File: src/rtl/inact_watchdog.sv
module inact_watchdog #(
  parameter int TIMEOUT_W = 20,
  parameter int GAIN_W    = 4,
  parameter int TRIM_W    = 6,
  parameter int EVT_W     = 4
) (
  input  logic              clk,
  input  logic              rst_n,
  input  logic              out_toggle,
  input  logic              peak_found,
  input  logic              gain_up,
  input  logic              cal_done,
  output logic              reinit,
  output logic              cal_start,
  output logic [GAIN_W-1:0] gain_code,
  output logic [TRIM_W-1:0] trim_code,
  output logic              cal_busy,
  output logic              hold_out
);

  localparam logic [TRIM_W-1:0] TRIM_MID = {1'b1, {(TRIM_W-1){1'b0}}};
  localparam logic [GAIN_W-1:0] GAIN_MAX = '1;

  logic [TIMEOUT_W-1:0] idle_cnt;
  logic [EVT_W-1:0]     evt_cnt;
  logic                 reinit_q, busy_q;
  logic [GAIN_W-1:0]    gain_q;
  logic [TRIM_W-1:0]    trim_q;

  wire tog_ok   = out_toggle && !busy_q;
  wire idle_end = !busy_q && !tog_ok && (idle_cnt == '1);
  wire dec      = tog_ok && !peak_found && (evt_cnt == '1);

  always_ff @(posedge clk or negedge rst_n)
    if (!rst_n)                          idle_cnt <= '0;
    else if (busy_q || tog_ok || idle_end) idle_cnt <= '0;
    else                                 idle_cnt <= idle_cnt + 1'b1;

  always_ff @(posedge clk or negedge rst_n)
    if (!rst_n)                          evt_cnt <= '0;
    else if (idle_end || peak_found)     evt_cnt <= '0;
    else if (tog_ok)                     evt_cnt <= evt_cnt + 1'b1;

  always_ff @(posedge clk or negedge rst_n)
    if (!rst_n) begin
      reinit_q <= 1'b0;
      busy_q   <= 1'b0;
      trim_q   <= TRIM_MID;
    end else begin
      reinit_q <= idle_end;
      if (idle_end) begin
        busy_q <= 1'b1;
        trim_q <= TRIM_MID;
      end else if (busy_q && cal_done) begin
        busy_q <= 1'b0;
      end
    end

  always_ff @(posedge clk or negedge rst_n)
    if (!rst_n)                                          gain_q <= '0;
    else if (idle_end)                                   gain_q <= '0;
    else if (dec && !gain_up && gain_q != '0)            gain_q <= gain_q - 1'b1;
    else if (gain_up && !dec && gain_q != GAIN_MAX)      gain_q <= gain_q + 1'b1;

  assign reinit    = reinit_q;
  assign cal_start = reinit_q;
  assign gain_code = gain_q;
  assign trim_code = trim_q;
  assign cal_busy  = busy_q;
  assign hold_out  = busy_q;

  a_r1_reinit_pulse: assert property (@(posedge clk) disable iff (!rst_n)
    reinit |=> !reinit);

  a_r3_reinit_values: assert property (@(posedge clk) disable iff (!rst_n)
    reinit |-> (gain_code == '0 && trim_code == TRIM_MID && cal_busy));

  a_r2_toggle_restart: assert property (@(posedge clk) disable iff (!rst_n)
    (out_toggle && !cal_busy) |=> (idle_cnt == '0 && !reinit));

  a_r4_done_release: assert property (@(posedge clk) disable iff (!rst_n)
    (cal_busy && cal_done && !reinit) |=> !cal_busy);

  a_r5_no_reinit_busy: assert property (@(posedge clk) disable iff (!rst_n)
    (cal_busy && !reinit) |=> !reinit);

  a_r8_peak_clears: assert property (@(posedge clk) disable iff (!rst_n)
    peak_found |=> (evt_cnt == '0));

  a_r9_dec_isolated: assert property (@(posedge clk) disable iff (!rst_n)
    dec |=> (!reinit && $stable(trim_code) && $stable(cal_busy)));

  a_r10_gain_step: assert property (@(posedge clk) disable iff (!rst_n)
    !idle_end |=> (int'(gain_code) - int'($past(gain_code)) <= 1 &&
                   int'($past(gain_code)) - int'(gain_code) <= 1));

  always_comb
    a_r4_hold_mirror: assert (hold_out == cal_busy);

endmodule

File: config.mk
export PLATFORM = sky130hd
export DESIGN_NAME = inact_watchdog
export DESIGN_NICKNAME = d
export VERILOG_FILES = /design/src/rtl/inact_watchdog.sv
export SDC_FILE = /design/constraint.sdc
export NUM_CORES = 1
export LEC_CHECK = 0
export BUFFER_PORTS_ARGS = -buffer_cell sky130_fd_sc_hd__buf_2
export CELL_PAD_IN_SITES_DETAIL_PLACEMENT = 1
export CELL_PAD_IN_SITES_GLOBAL_PLACEMENT = 2
export CORE_MARGIN = 4
export CORE_UTILIZATION = 41
export CTS_BUF_LIST = sky130_fd_sc_hd__clkbuf_4
export CTS_CLUSTER_DIAMETER = 100
export DETAILED_ROUTE_END_ITERATION = 8
export PLACE_DENSITY_LB_ADDON = 0.1
export SYNTH_ARGS = -nofsm -noshare
export SYNTH_HDL_FRONTEND = slang
export SYNTH_SLANG_ARGS = --single-unit
File: constraint.sdc
create_clock -name clk -period 4.25 [get_ports clk]
set_clock_uncertainty 0.05 [all_clocks]
set_input_delay 0.2125 -clock clk [delete_from_list [all_inputs] [get_ports clk]]
set_output_delay 0.2125 -clock clk [all_outputs]
set_load 0.05 [all_outputs]
Word level (Yosys, flattened, before mapping) --
Index checks and enable logic that the tools add are counted.
Storage, ports and cells: logic and storage cells 42, output and inout bits 14, bits in registers 30, bits of input ports 6
Cells by class: add/sub/neg operators 4, reductions and logical operators 22, equal/unequal tests 3, multiplexer cells 8
Operators by type and width (number):
- $add A20 B1 Y20 const B | 1
- $eq A20 B20 Y1 const B | 1
- $mux W20 | 1
- $mux W4 | 5
- $logic_and A1 B1 Y1 | 10
- $add A4 B1 Y4 const B | 2
- $logic_not A1 Y1 | 5
- $eq A4 B4 Y1 const B | 1
- $ne A4 B4 Y1 const B | 1
- $reduce_bool A2 Y1 | 2
- $reduce_bool A4 Y1 | 1
- $sub A4 B1 Y4 const B | 1
- $logic_or A1 B1 Y1 | 3
- $reduce_bool A3 Y1 | 1
- $mux W1 | 2

Depth between registers and ports, before layout --
Gate-level depths: netlist (run 1).
depth after elaboration 10, gate-level depth with buffers 10, gate-level depth less buffers 10

Worst setup path after synthesis (run 1) --
OpenSTA, ideal clock, no wires.
kind register to register, start point register busy_q, in the netlist cal_busy, end point register gain_q[3], in the netlist gain_code[3], data required time 4.070 ns, data arrival time 2.630 ns, setup slack 1.440 ns, cell stages (with the launch flop) 10, cells stage by stage dfrtp_1 -> nand3b_4 -> or4_4 -> inv_1 -> ha_1 -> a21o_1 -> a21oi_1 -> mux2i_4 -> xnor2_1 -> nor2_2
On the way: cells in the longest elaborated chain, start to end 8, elaborated cells on any way between the ends 15, classes of those cells 2 x mux; 13 x reduce/logical
RTL lines:
- from (decl) | line 26 | logic reinit_q, busy_q;
- from (signal assigned) | line 47 | busy_q <= 1'b0;
- from (signal assigned) | line 52 | busy_q <= 1'b1;
- from (signal assigned) | line 55 | busy_q <= 1'b0;
- $logic_not A1 Y1 (*) | line 30, 31
- $logic_and A1 B1 Y1 | line 30 | wire tog_ok = out_toggle && !busy_q;
- $logic_and A1 B1 Y1 (2 in series) | line 32 | wire dec = tog_ok && !peak_found && (evt_cnt == '1);
- $logic_and A1 B1 Y1 / $logic_not A1 Y1 (equally long branches) | line 62, 63
- $logic_and A1 B1 Y1, on equally long branches | line 62, 63
- $mux W4 / $logic_and A1 B1 Y1 (equally long branches) | line 62, 63
- $mux W4 / $reduce_bool A3 Y1 (equally long branches)
- to (signal assigned) | line 62 | else if (dec && !gain_up && gain_q != '0) gain_q <= gain_q - 1'b1;
- to (signal assigned) | line 63 | else if (gain_up && !dec && gain_q != GAIN_MAX) gain_q <= gain_q + 1'b1;
- to (decl) | line 27 | logic [GAIN_W-1:0] gain_q;
Mark *: on every way between the ends. The rest lies on a longest branch, timed or not. A chain may end at the register's enable or synchronous reset.

Final worst setup path (run 1) --
start point register evt_cnt[0], end point register gain_q[3], in the netlist gain_code[3]
On the way: cells in the longest elaborated chain, start to end 6, elaborated cells on any way between the ends 10, classes of those cells 1 x eq/ne; 2 x mux; 7 x reduce/logical
RTL lines:
- from (decl) | line 25 | logic [EVT_W-1:0] evt_cnt;
- from (signal assigned) | line 42 | else if (tog_ok) evt_cnt <= evt_cnt + 1'b1;
- $eq A4 B4 Y1 (*) | line 32
- $logic_and A1 B1 Y1 (*) | line 32
- $logic_and A1 B1 Y1 / $logic_not A1 Y1 (equally long branches) | line 62, 63
- $logic_and A1 B1 Y1, on equally long branches | line 62, 63
- $mux W4 / $logic_and A1 B1 Y1 (equally long branches) | line 62, 63
- $mux W4 / $reduce_bool A3 Y1 (equally long branches)
Marked as above.

==> results of run 1 <==
[metrics by stage]
| stage | worst slack [ps] | power [uW] | instance area (um2) | hold slack, ps | util [%] |
|---|---|---|---|---|---|
| floorplan | 1440 | 496 | 1660 | -133 | - |
| global placement | 1610 | 538 | 1720 | 230 | 45.5 |
| detailed placement | 1510 | 546 | 1720 | 243 | 45.5 |
| CTS | 1500 | 713 | 1780 | 12.1 | 47.2 |
| global route | 1340 | 756 | 1780 | 2.76 | 47.2 |
| finish | 1510 | 700 | 1780 | 23.6 | 47.2 |
[layout by cell type, fill, tap and decap left out, types with 2 or more instances in the layout]
cell type and count:
a21oi_1 7, nand3b_4 2, and3_1 2, clkbuf_4 6, nand3_1 9, nor2_1 25, xnor2_1 7, or2_1 2
ha_1 4, buf_2 13, xor2_1 14, nor4_1 2, dfrtp_1 30, o21ai_0 4, a31oi_1 2, conb_1 6
nand2_1 11, inv_1 4, nand4_1 8
[flip-flops by register name, indices dropped and copies added (netlist names)]
name,count
cal_busy,1
gain_code,4
idle_cnt,20
cal_start,1
evt_cnt,4
[what timing repair did]
| action | 4_1_cts | 5_1_grt |
|---|---|---|
| buffers inserted | 0 | 0 |
| hold endpoints to repair | 30 | 0 |
| endpoints found under the setup margin | 0 | 0 |
| hold buffers | 1 | 0 |
[how the worst max path moves through the flow]
stage	end	cells after the start
after floorplan	gain_code[3]$_DFFE_PN0P_	9
after global routing	gain_code[3]$_DFFE_PN0P_	10
after global placement	gain_code[3]$_DFFE_PN0P_	9
after detailed placement	gain_code[3]$_DFFE_PN0P_	10
after CTS	gain_code[3]$_DFFE_PN0P_	10
final	gain_code[3]$_DFFE_PN0P_	10
[layout make-up]
type | instances | share of cell area [%]
Timing Repair Buffer | 14 | 4.22
Multi-Input combinational cell | 124 | 46.4
Clock buffer | 6 | 2.53
Inverter | 4 | 0.843
Clock inverter | 2 | 0.492
Tap cell | 48 | 3.37
Sequential cell | 30 | 42.2
[logic make-up (layout without fill, tap and decap cells)]
kind of cell    Yosys count  count (layout)
flops                    30              30
compound gates           16              16
mux                       2               2
simple gates             74              74
buf+inv                  14              26
other cells               2               6
fa+ha+maj                 5               5
xor+xnor                 21              21
[synth_stat cells, types with 4 or more instances]
library cell,number
a21oi_1,7
buf_4,9
dfrtp_1,30
ha_1,4
inv_1,4
nand2_1,11
nand3_1,9
nand4_1,8
nor2_1,25
o21ai_0,4
xnor2_1,7
xor2_1,14
[routing by layer]
metal	vias to the layer above	routed length [um]
met5	-	0
met4	0	67
met3	7	112
met2	18	1710
met1	595	1390
li1	579	-
[worst max-delay path: stages (launching register included)]
cell and delay, ps:
dfrtp_1 390, ha_1 250, nand3b_4 90, or4_4 530, inv_1 150, ha_1 260, a21o_1 180, a21oi_1 260
mux2i_4 270, xnor2_1 150, nor2_2 40
[power breakdown]
group	internal, uW	switching (uW)
Combinational	59.1	136
Clock	68.4	93.5
Sequential	308	35.2
Total	436	264
==> results_dict.tcl, run 1 <==
set metrics [dict create \
    synth_edf_count 0 \
    drtIter0Drc 36 \
    grt_first_pass_wirelength_mm 6.07 \
    synth_top_family_by_area "simple AND/OR/NAND/NOR gates" \
    grt_util_met1_pct 17.0 \
    path_clk_slew_ps 90 \
    top_usage_layer "met2" \
    async_reset_ff_share_pct 100 \
    antenna_left 0 \
    die_height_um 71.4 \
    slew_viol_final 0 \
    syn_area_um2 1650 \
    min_path_cells 2 \
    cts_buffers 5 \
    period_minus_slack_ps 2740 \
    crit-reg2reg-launch "evt_cnt[0]$_DFFE_PN0P_" \
    p_leak_uw 0.000868 \
    grt_pass1_vias 1295 \
    setup_tns_ps 0 \
    r2r-end "gain_code[3]$_DFFE_PN0P_" \
    dp_hpwl_mm 2.52 \
    diodes 0 \
    clkLatencyLatePin_ps 320 \
    antenna_found_initial 0 \
    ioPinCount 20 \
    start_util_pct 43.7 \
    synth_top_area_cell "dfrtp_1" \
    synth_compound_area_share_pct 5.39 \
    vias_per_cell 5.26 \
    reg2reg_setup_slack_ps 1510 \
    ys_warn_count 0 \
    critPathCaptureType "flop" \
    area_delta_synth_final_pct 8.05 \
    final-seq-area_um2 751 \
    yosys.area_share.simple_pct 25.9 \
    min_from "cal_done" \
    fill_cells 444 \
    cp.required_ps 4400 \
    wl_mm 3.28 \
    gr-usage-met3_pct 3.65 \
    setup_violations 0 \
    synth.distinct_cells 38 \
    synthMuxAreaShare_pct 2.05 \
    period_share_pct 64.4 \
    core_um2 3770 \
    htree_levels 2 \
    drv_cap 0 \
    ctsLongestPathBuffers 2 \
    yosysSeqAreaShare_pct 45.6 \
    post_drt_wl_per_cell_um 14.4 \
    use_met2_pct 26.3 \
    rsz0062_at_grt "no" \
    stdcell_count 228 \
    first_pass_iters 4 \
    synth_area_leaders "dfrtp_1 46%, xor2_1 7.4%, nor2_1 5.7%" \
    fin_nets 190 \
    grt-ovfl-total 0 \
    rows 22 \
    holdPathEnd "cal_busy$_DFFE_PN0P_" \
    cts.repair.resized 0 \
    synth-main-ff-cell "dfrtp_1" \
    fp.dieArea_um2 5100 \
    track_usage_pct 15.1 \
    r2r_cells 10 \
    hold_path.class "in -> reg" \
    synth_adder_area_share_pct 4.25 \
    cts_tree "built" \
    yosys_register_bits 30 \
    cp-start-kind "flop" \
    ir_drop_uv 141 \
    critPathArrivalTime_ps 2890 \
    final-hold-violation-count 0 \
    dp.cells 219 \
    grt_max_degree 31 \
    synthCells 164 \
    status "finished, final reports clean" \
    synth.avg_cell_area_um2 10.0 \
    multi_input_area_um2 826 \
    tightest_slew_ps 675 \
    synth_top_area_share_pct 45.6 \
    cts_sinks 30 \
    via_count 1199 \
    path_class "reg -> reg" \
    drcViolationCount 0 \
    crit_start "evt_cnt[0]$_DFFE_PN0P_" \
    numPortBuffers 13 \
    final_layout_size_suffix_gt1_share_pct 17.2 \
    cts_root_buf "clkbuf_4" \
    synthXorXnorAreaFrac_pct 11.2 \
    die-width_um 71.4 \
    fmax_ghz 0.365 \
    crit_fanout 5 \
    power_density_nw_per_um2 393 \
    routabilityCongestion 0.830 \
    relSlewSlack_pct 55.0 \
]
Power figures use the tool's default switching activity.
==> run 2: changes to the inputs <==
--- a/config.mk
+++ b/config.mk
@@ -5,11 +5,12 @@
 export SDC_FILE = /design/constraint.sdc
 export NUM_CORES = 1
 export LEC_CHECK = 0
+export ABC_AREA = 1
 export BUFFER_PORTS_ARGS = -buffer_cell sky130_fd_sc_hd__buf_2
 export CELL_PAD_IN_SITES_DETAIL_PLACEMENT = 1
 export CELL_PAD_IN_SITES_GLOBAL_PLACEMENT = 2
 export CORE_MARGIN = 4
-export CORE_UTILIZATION = 41
+export CORE_UTILIZATION = 33
 export CTS_BUF_LIST = sky130_fd_sc_hd__clkbuf_4
 export CTS_CLUSTER_DIAMETER = 100
 export DETAILED_ROUTE_END_ITERATION = 8
==> constraint.sdc (replaced) <==
create_clock -name clk -period 2.41 [get_ports clk]
set_clock_uncertainty 0.05 [all_clocks]
set_input_delay 0.1205 -clock clk [delete_from_list [all_inputs] [get_ports clk]]
set_output_delay 0.1205 -clock clk [all_outputs]
set_load 0.05 [all_outputs]
==> run 2 against run 1 <==
Against the previous run: hold slack improved by 63 ps; synthesized area up 6.5%; maximum frequency up 23%; via count grew 15%; sequential share of layout area shrank 3.2 points; final cell count grew 30%; critical path depth is 2 higher; register-to-register slack worse by 1300 ps; sequential cell count unchanged; critical path type unchanged; critical endpoint unchanged.
==> results_dict.tcl, run 2 <==
set metrics [dict create \
    stdcell_count 296 \
    antenna_found_initial 0 \
    setup_violations 0 \
    critPathCaptureType "flop" \
    dp.cells 287 \
    cts_tree "built" \
    critPathArrivalTime_ps 2410 \
    mostFrequentLayoutCells "37 x nand2_1, 32 x nor2_1, 30 x dfrtp_1" \
    path_class "reg -> reg" \
    ir_drop_uv 373 \
    grt_pass1_vias 1491 \
    period_minus_slack_ps 2230 \
    final-seq-area_um2 751 \
    tightest_slew_ps 710 \
    yosysSeqAreaShare_pct 42.8 \
    p_comb_share_pct 29.8 \
    fin_ws_ps 180 \
    crit-reg2reg-launch "evt_cnt[0]$_DFFE_PN0P_" \
    routabilityCongestion 0.806 \
    area_delta_synth_final_pct 9.62 \
    via_count 1379 \
    dp_slack_ps 180 \
    drcViolationCount 0 \
    drv_cap 0 \
    die-width_um 80.9 \
    numPortBuffers 13 \
    crit_start "evt_cnt[0]$_DFFE_PN0P_" \
    cpLargestDelayFamily "simple AND/OR/NAND/NOR gates" \
    ioPinCount 20 \
    grt_max_degree 31 \
    synth_top_area_share_pct 42.8 \
    status "finished, final reports clean" \
    path_cells "ha_1, nand3_1, nor2_2, nand2_1, inv_1, ha_1, a21o_1, a21o_1, nand3_1, nand3_1, nand2_1, inv_1" \
    htree_levels 2 \
    synth.avg_cell_area_um2 8.40 \
    ctsLongestPathBuffers 2 \
    min_path_cells 4 \
    syn_area_um2 1760 \
    hold_path.class "in -> reg" \
    path_clk_slew_ps 100 \
    first_pass_iters 4 \
    intPower_uw 793 \
    start_util_pct 34.2 \
    fp.dieArea_um2 6550 \
    post_drt_wl_per_cell_um 13.8 \
    multi_input_area_um2 866 \
    clkLatencyLatePin_ps 330 \
    synth_edf_count 0 \
    r2r_cells 12 \
    cts_sinks 30 \
    max_stage_delay_ps 400 \
    yosys_register_bits 30 \
    period_share_pct 92.5 \
    final-hold-violation-count 0 \
    layout_commonest_cell "nand2_1" \
    regMostFlops "idle_cnt" \
    crit_buf_inv 2 \
    fin_nets 237 \
    p_switching_uw 512 \
    cp.required_ps 2590 \
    track_usage_pct 14.6 \
    core_um2 5140 \
    synth_top_area_cell "dfrtp_1" \
    synth_common_cells "37 x nand2_1, 32 x nor2_1, 30 x dfrtp_1" \
    final_layout_size_suffix_gt1_share_pct 15.9 \
    drtIter0Drc 51 \
    synth_area_leaders "dfrtp_1 43%, nand2_1 7.9%, nor2_1 6.8%" \
    cp-start-kind "flop" \
    p_leak_uw 0.000936 \
    synth.most_common_cell "nand2_1" \
    fill_cells 663 \
    relSlewSlack_pct 52.6 \
    min_from "peak_found" \
    fmax_ghz 0.448 \
    setup_tns_ps 0 \
    largest_reg_flops 20 \
    diodes 0 \
    r2r-end "gain_code[3]$_DFFE_PN0P_" \
    cts_buffers 5 \
    power.share.switching_pct 39.2 \
    rows 26 \
    grt_first_pass_wirelength_mm 7.31 \
    wl_mm 4.08 \
    power_density_nw_per_um2 678 \
    die_height_um 80.9 \
    async_reset_ff_share_pct 100 \
    cts_root_buf "clkbuf_4" \
    p_clk_share_pct 23.4 \
    ys_warn_count 0 \
    vias_per_cell 4.66 \
    synth-main-ff-cell "dfrtp_1" \
    reg2reg_setup_slack_ps 180 \
    pwr-share-seq_pct 46.7 \
    grt-ovfl-total 0 \
    crit_slowest_cell "dfrtp_1" \
    dp_hpwl_mm 3.10 \
    holdPathEnd "evt_cnt[2]$_DFFE_PN0P_" \
    slew_viol_final 0 \
    crit_fanout 7 \
    synth.distinct_cells 29 \
    antenna_left 0 \
    synthCells 209 \
    path_common_cell "nand3_1" \
    rsz0062_at_grt "no" \
]
==> run 2: cell types whose count changed after synthesis, moves of 3 or more <==
cell,before,now
xnor2_1,7,4
inv_1,4,21
nor3b_1,0,5
nand3_1,9,15
xor2_1,14,7
nor3_1,1,9
nand2_1,11,37
nor2_1,25,32
nor3_2,0,3
nand4_1,8,3
nor2_2,1,4
==> run 2: timing repair <==
action                                  4_1_cts  5_1_grt
hold endpoints to repair                     31        0
gates resized for setup                       0        0
hold buffers                                  2        0
endpoints found under the setup margin        0        0
buffers inserted                              0        0
==> run 2: cell families (layout without fill, tap and decap cells) <==
group / count (synthesis) / after routing / synth area share [%]
XOR/XNOR: 11 / 11 / 5.49
flip-flops: 30 / 30 / 42.8
AO/OA/AOI/OAI: 14 / 14 / 4.28
adder cells (fa/ha/maj): 5 / 5 / 3.99
other: 2 / 6 / 0.428
buffers and inverters: 31 / 44 / 8.77
AND/OR/NAND/NOR: 116 / 116 / 34.3
==> run 2: power groups by stage <==
stage	registers [uW]	logic, uW	clock network [uW]
5_1_grt	623	429	350
4_1_cts	612	394	326
2_1_floorplan	716	197	0
3_5_place_dp	622	390	0
3_3_place_gp	618	379	0
6_report	610	389	306
==> run 2: worst reg2reg max path: stages (launching register included) <==
cell and delay, ps:
dfrtp_1 400, ha_1 160, nand3_1 130, nor2_2 210
nand2_1 200, inv_1 160, ha_1 240, a21o_1 190
a21o_1 160, nand3_1 70, nand3_1 70, nand2_1 70
inv_1 40
==> run 2: worst max-delay path by stage <==
| stage | cells past startpoint | slack (ps) | end |
|---|---|---|---|
| 6_report | 12 | 180 | gain_code[3]$_DFFE_PN0P_ |
| 5_1_grt | 12 | 6 | gain_code[3]$_DFFE_PN0P_ |
| 4_1_cts | 12 | 170 | gain_code[3]$_DFFE_PN0P_ |
| 3_5_place_dp | 12 | 180 | gain_code[3]$_DFFE_PN0P_ |
| 3_3_place_gp | 12 | 320 | gain_code[3]$_DFFE_PN0P_ |
| 2_1_floorplan | 11 | 180 | gain_code[3]$_DFFE_PN0P_ |
==> run 2: stage by stage <==
stage | hold WS [ps] | total power [uW] | utilization (%) | instance area (um2)
floorplan | -225 | 913 | - | 1770
global placement | 159 | 997 | 36.0 | 1850
detailed placement | 174 | 1010 | 36.0 | 1850
CTS | 72.5 | 1330 | 37.4 | 1920
global route | 90.4 | 1400 | 37.4 | 1920
finish | 86.3 | 1310 | 37.4 | 1920
==> run 2: cell type report <==
cell class,instances,share of cell area [%]
Tap cell,70,4.55
Clock buffer,7,2.73
Inverter,22,4.29
Multi-Input combinational cell,152,45.0
Sequential cell,30,39.0
Timing Repair Buffer,15,4.42
==> run 2: routing by layer <==
| metal | part of all wire [%] | wire (um) | global-route usage [%] | up-vias |
|---|---|---|---|---|
| li1 | - | - | - | 691 |
| met1 | 46 | 1890 | 19.4 | 664 |
| met2 | 49 | 2010 | 23.4 | 18 |
| met3 | 2.9 | 120 | 2.99 | 6 |
| met4 | 1.2 | 50 | 5.07 | 0 |
| met5 | 0 | 0 | 0 | - |
